==> config.mk <==
export PLATFORM = sky130hd
export DESIGN_NAME = mash_dsm
export DESIGN_NICKNAME = d
export VERILOG_FILES = /design/src/rtl/mash_pkg.sv /design/src/rtl/mash_lfsr.sv /design/src/rtl/mash_mod_acc.sv /design/src/rtl/mash_p2_acc.sv /design/src/rtl/mash_dsm.sv
export SDC_FILE = /design/constraint.sdc
export NUM_CORES = 1
export LEC_CHECK = 0
export BUFFER_PORTS_ARGS = -buffer_cell sky130_fd_sc_hd__buf_2
export CAP_MARGIN = 30
export CORE_UTILIZATION = 61
export CTS_CLUSTER_SIZE = 28
export DETAILED_ROUTE_END_ITERATION = 16
export GPL_TIMING_DRIVEN = 0
export PLACE_DENSITY_LB_ADDON = 0.1
export SYNTH_ARGS = -nofsm -noshare
export SYNTH_HDL_FRONTEND = slang
export SYNTH_SLANG_ARGS = --single-unit
==> constraint.sdc <==
create_clock -name clk -period 9.2 [get_ports clk]
set_input_delay 0.46 -clock clk [delete_from_list [all_inputs] [get_ports clk]]
set_output_delay 0.46 -clock clk [all_outputs]
set_load 0.02 [all_outputs]
==> src/rtl/mash_pkg.sv <==
package mash_pkg;
    typedef enum logic {
        ST_IDLE = 1'b0,
        ST_RUN  = 1'b1
    } mash_state_e;

    localparam int DITH_W   = 7;
    localparam int OUT_W    = 4;
    localparam int N_P2     = 2;
endpackage

==> src/rtl/mash_lfsr.sv <==
module mash_lfsr
    import mash_pkg::*;
#(
    parameter logic [DITH_W-1:0] SEED = 7'h5A
) (
    input  logic              clk,
    input  logic              rst,
    input  logic              adv,
    output logic [DITH_W-1:0] q
);
    logic fb;

    assign fb = q[DITH_W-1] ^ q[DITH_W-2];

    always_ff @(posedge clk) begin
        if (rst)
            q <= SEED;
        else if (adv)
            q <= {q[DITH_W-2:0], fb};
    end

    a_r6_nonzero: assert property (@(posedge clk) disable iff (rst)
        q != '0);
    a_r6_hold: assert property (@(posedge clk) disable iff (rst)
        !adv |=> $stable(q));
endmodule

==> src/rtl/mash_mod_acc.sv <==
module mash_mod_acc #(
    parameter int W = 12
) (
    input  logic         clk,
    input  logic         rst,
    input  logic         adv,
    input  logic [W-1:0] m_i,
    input  logic [W-1:0] f_i,
    output logic         carry_o,
    output logic [W-1:0] resid_o
);
    logic [W-1:0] acc_q;
    logic [W:0]   sum;
    logic [W:0]   wrapped;

    always_comb begin
        sum     = {1'b0, acc_q} + {1'b0, f_i};
        wrapped = sum - {1'b0, m_i};
        if (sum >= {1'b0, m_i}) begin
            carry_o = 1'b1;
            resid_o = wrapped[W-1:0];
        end else begin
            carry_o = 1'b0;
            resid_o = sum[W-1:0];
        end
    end

    always_ff @(posedge clk) begin
        if (rst)
            acc_q <= '0;
        else if (adv)
            acc_q <= resid_o;
    end

    a_r2_below_mod: assert property (@(posedge clk) disable iff (rst)
        (adv && m_i >= 2 && f_i < m_i && acc_q < m_i) |=> acc_q < $past(m_i));
endmodule

==> src/rtl/mash_p2_acc.sv <==
module mash_p2_acc #(
    parameter int W = 8
) (
    input  logic         clk,
    input  logic         rst,
    input  logic         adv,
    input  logic [W-1:0] in_i,
    input  logic         dith_i,
    output logic         carry_o,
    output logic [W-1:0] resid_o
);
    logic [W-1:0] acc_q;
    logic [W:0]   sum;

    assign sum     = {1'b0, acc_q} + {1'b0, in_i} + {{W{1'b0}}, dith_i};
    assign carry_o = sum[W];
    assign resid_o = sum[W-1:0];

    always_ff @(posedge clk) begin
        if (rst)
            acc_q <= '0;
        else if (adv)
            acc_q <= resid_o;
    end
endmodule

==> src/rtl/mash_dsm.sv <==
module mash_dsm
    import mash_pkg::*;
#(
    parameter int                W1   = 12,
    parameter int                W2   = 8,
    parameter logic [DITH_W-1:0] SEED = 7'h5A
) (
    input  logic                    clk,
    input  logic                    rst,
    input  logic                    en_i,
    input  logic [W1-1:0]           m1_i,
    input  logic [W1-1:0]           frac_i,
    output logic signed [OUT_W-1:0] y_o
);
    localparam int TOP1 = W1 - 1;

    mash_state_e       st_q;
    logic [DITH_W-1:0] lfsr_q;
    logic              dith;
    logic              c1;
    logic [W1-1:0]     s1_res;
    logic [W2-1:0]     p2_in  [N_P2];
    logic [W2-1:0]     p2_res [N_P2];
    logic              p2_c   [N_P2];
    logic              c2_d, c3_d1, c3_d2;
    logic [OUT_W-1:0]  y_next;
    logic [OUT_W-1:0]  y_q;

    mash_lfsr #(.SEED(SEED)) u_dith (
        .clk (clk),
        .rst (rst),
        .adv (en_i),
        .q   (lfsr_q)
    );
    assign dith = lfsr_q[0];

    mash_mod_acc #(.W(W1)) u_s1 (
        .clk     (clk),
        .rst     (rst),
        .adv     (en_i),
        .m_i     (m1_i),
        .f_i     (frac_i),
        .carry_o (c1),
        .resid_o (s1_res)
    );

    assign p2_in[0] = s1_res[TOP1 -: W2];

    for (genvar g = 0; g < N_P2; g++) begin : g_p2
        if (g > 0) begin : g_link
            assign p2_in[g] = p2_res[g-1];
        end
        mash_p2_acc #(.W(W2)) u_acc (
            .clk     (clk),
            .rst     (rst),
            .adv     (en_i),
            .in_i    (p2_in[g]),
            .dith_i  (dith),
            .carry_o (p2_c[g]),
            .resid_o (p2_res[g])
        );
    end

    always_comb begin
        y_next = {3'b000, c1}
               + {3'b000, p2_c[0]} - {3'b000, c2_d}
               + {3'b000, p2_c[1]} - {2'b00, c3_d1, 1'b0} + {3'b000, c3_d2};
    end

    always_ff @(posedge clk) begin
        if (rst) begin
            c2_d  <= 1'b0;
            c3_d1 <= 1'b0;
            c3_d2 <= 1'b0;
            y_q   <= '0;
        end else if (en_i) begin
            c2_d  <= p2_c[0];
            c3_d1 <= p2_c[1];
            c3_d2 <= c3_d1;
            y_q   <= y_next;
        end
    end

    always_ff @(posedge clk) begin
        if (rst)
            st_q <= ST_IDLE;
        else if (en_i)
            st_q <= ST_RUN;
        else
            st_q <= ST_IDLE;
    end

    always_comb begin
        unique case (st_q)
            ST_IDLE: y_o = '0;
            ST_RUN:  y_o = $signed(y_q);
            default: y_o = '0;
        endcase
    end

    a_r1_reset_zero: assert property (@(posedge clk)
        rst |=> y_o == 0);
    a_r4_range: assert property (@(posedge clk) disable iff (rst)
        ($signed(y_o) >= -4'sd3) && ($signed(y_o) <= 4'sd4));
    a_r5_idle_zero: assert property (@(posedge clk) disable iff (rst)
        !en_i |=> y_o == 0);
    a_r7_no_frac_no_carry: assert property (@(posedge clk) disable iff (rst)
        (en_i && frac_i == 0 && m1_i >= 2) |-> !c1);
endmodule

==> metrics.yaml <==
route:
  dr.pass1.iters: 5
  first_iter_violations: 274
  vias: 3443
  drt_wl_total_um: 9110
  wl_per_cell_um: 16.04
  ant_nets: 0
  route.detailed.drc: 0
  via_per_inst: 6.062
global_route:
  grt_pass1_wl_um: 14990
  grt_overflow: 0
  grt_pass1_vias: 3125
  antenna_found_initial: 0
  grtUsageTotal: 0.3046
  grt_max_degree: 16
timing:
  fin_skew_ps: 8.220
  min_period_over_period: 0.8218
  slew_headroom: 0.5117
  fin_tns_setup_ps: 0
  hold_viol: 0
  setup_viol: 0
  slew_violations: 0
  max_slew.worst_pin.slew_ps: 732.5
  max_freq_mhz: 132.3
  hold_ws_ps: 464.3
  rsz0062_at_grt: "false"
  layout_min_cycle_time_ps: 7561
final_layout:
  num_antenna_cells: 0
  drive_above_1_share: 0.1136
  fillers: 502
  seq_area_sq_um: 860.8
  multi_input_area_sq_um: 2665
  syn_to_final_growth_pct: 8.810
  finalNetCount: 571
die:
  die_y_um: 80.55
  die_width_um: 80.55
  initial_core_util: 0.6357
  core_area_sq_um: 5921
  row_count: 28
  io_pins: 31
  die-area_sq_um: 6488
logic_synthesis:
  yosysSeqAreaShare: 0.2287
  synth-seq-cells: 43
  synth_fp_nets: 535
  ys_types: 68
  synthFlopType: "dfxtp_1"
  synth-edff-count: 0
  netlist_instances: 456
  async_flop_share: 0
  synth_area_sq_um: 3764
  avgSynthCellArea_sq_um: 8.254
  ys_warn_count: 0
setup_path:
  path_class: "reg -> reg"
  end_kind: "flop"
  slowest_delay_ps: 560
  crit_path_max_fanout: 10
  start_kind: "flop"
  cp_data_arrival_time_ps: 7760
  critPathRequiredTime_ps: 9400
  crit_slowest_cell: "or4_4"
  crit_top_cell: "ha_1"
cts:
  postCtsSetupBuffers: 0
  root_buffer: "clkbuf_8"
  cts.sinks: 43
  cts_buffer_depth: 2
  clk_pin_slew_ps: 100
  numCtsBuffers: 5
  tritoncts: "yes"
  clkLatencyLatePin_ps: 310
  ctsResizeCount: 0
  h-tree-depth: 2
  cts_hold_buf: 0
placement:
  dp_hpwl_um: 7103
  portBuffers: 29
  place.gp.congestion: 0.8687
job:
  drv_cap: 0
hold_path:
  hold_path.class: "reg -> reg"
outcome:
  outcome: "completed"
## Yosys cell counts (4+ instances only)
cell | instances | share of area
a211oi_1 | 14 | 0.028
a21boi_0 | 4 | 0.0080
a21o_1 | 6 | 0.012
a21oi_1 | 30 | 0.040
a311oi_1 | 7 | 0.016
and2_1 | 5 | 0.0083
clkbuf_1 | 12 | 0.012
dfxtp_1 | 43 | 0.23
fa_1 | 7 | 0.037
ha_1 | 45 | 0.15
inv_1 | 45 | 0.045
mux2i_1 | 14 | 0.037
nand2_1 | 33 | 0.033
nand3_1 | 9 | 0.012
nor2_1 | 44 | 0.044
nor3_1 | 11 | 0.015
o21a_1 | 7 | 0.014
o21ai_0 | 18 | 0.024
o21bai_1 | 5 | 0.010
xnor2_1 | 16 | 0.037
xor2_1 | 9 | 0.021
## cell usage in the layout (no fill, tap or decap), types with 3 or more instances in the layout
| master | n |
|---|---|
| ha_1 | 45 |
| o22ai_1 | 3 |
| o2111ai_1 | 3 |
| nor3_1 | 11 |
| clkbuf_1 | 12 |
| a211oi_1 | 14 |
| a311oi_1 | 7 |
| buf_2 | 30 |
| nor3b_1 | 3 |
| a21oi_1 | 30 |
| o311ai_0 | 3 |
| clkbuf_8 | 5 |
| a21o_1 | 6 |
| and2_1 | 5 |
| o211a_1 | 3 |
| mux2i_1 | 14 |
| xor2_1 | 9 |
| nand3_1 | 9 |
| xnor2_1 | 16 |
| inv_1 | 45 |
| o21ai_0 | 18 |
| nor2b_1 | 3 |
| o21a_1 | 7 |
| and3_1 | 3 |
| dfxtp_1 | 43 |
| o221ai_1 | 3 |
| nand2_1 | 33 |
| fa_1 | 7 |
| o21bai_1 | 5 |
| nor2_1 | 44 |
| a21boi_0 | 4 |
## flip-flops by register name (all words and copies together) (netlist names)
name / count
c2_d: 1
c3_d1: 1
c3_d2: 1
g_p2.u_acc.acc_q: 16
st_q: 1
u_dith.q: 7
u_s1.acc_q: 12
y_q: 4
## area by class of cell
class | instances | area share
Buffer | 15 | 0.01589
Inverter | 46 | 0.04216
Clock inverter | 3 | 0.005805
Tap cell | 75 | 0.02291
Multi-Input combinational cell | 352 | 0.6508
Clock buffer | 5 | 0.01680
Sequential cell | 43 | 0.2102
Timing Repair Buffer | 29 | 0.03544
## metrics by stage
step                area (sq um)  instances  utilization  worst slack (ps)
floorplan                   3764        456            -              2399
global placement            4003        560       0.6760              1650
finish                      4095        568       0.6917              1639
CTS                         4095        568       0.6917              1679
detailed placement          4003        560       0.6760              1544
global route                4095        568       0.6917              1100
## logic make-up after synthesis
family	Yosys count	share of synthesized area
AO/OA/AOI/OAI	132	0.2570
AND/OR/NAND/NOR	127	0.1629
buffers and inverters	61	0.06316
adder cells (fa/ha/maj)	52	0.1868
flip-flops	43	0.2287
XOR/XNOR	25	0.05818
multiplexers	16	0.04322
## per-layer routing
layer	wire length (um)	GRT usage	part of all wire
met3	588	0.05114	0.065
met1	4458	0.4292	0.49
met5	0	0	0
met2	3955	0.4737	0.43
met4	108	0.08571	0.012
## critical path: cells and delay by family (launching register included)
family                   cells  cell delay, ps
flip-flops                   1             360
AND/OR/NAND/NOR             11            1950
XOR/XNOR                     2             500
AO/OA/AOI/OAI               10            2050
adder cells (fa/ha/maj)      7            2180
buffers and inverters        4             390
## worst paths after layout
path / from / end / slack, ps / cells past startpoint
setup / recovery: u_s1.acc_q[0]$_SDFFE_PP0P_ / y_q[2]$_SDFFE_PP0P_ / 1640 / 34
hold / removal: y_q[3]$_SDFFE_PP0P_ / y_q[3]$_SDFFE_PP0P_ / 460 / 2
setup reg to reg: u_s1.acc_q[0]$_SDFFE_PP0P_ / y_q[2]$_SDFFE_PP0P_ / 1640 / 34
hold reg to reg: y_q[3]$_SDFFE_PP0P_ / y_q[3]$_SDFFE_PP0P_ / 460 / 2
Power is left out: the tool's default activity adds up to more than one toggle a clock period on the data nets, which glitch-free logic cannot reach.
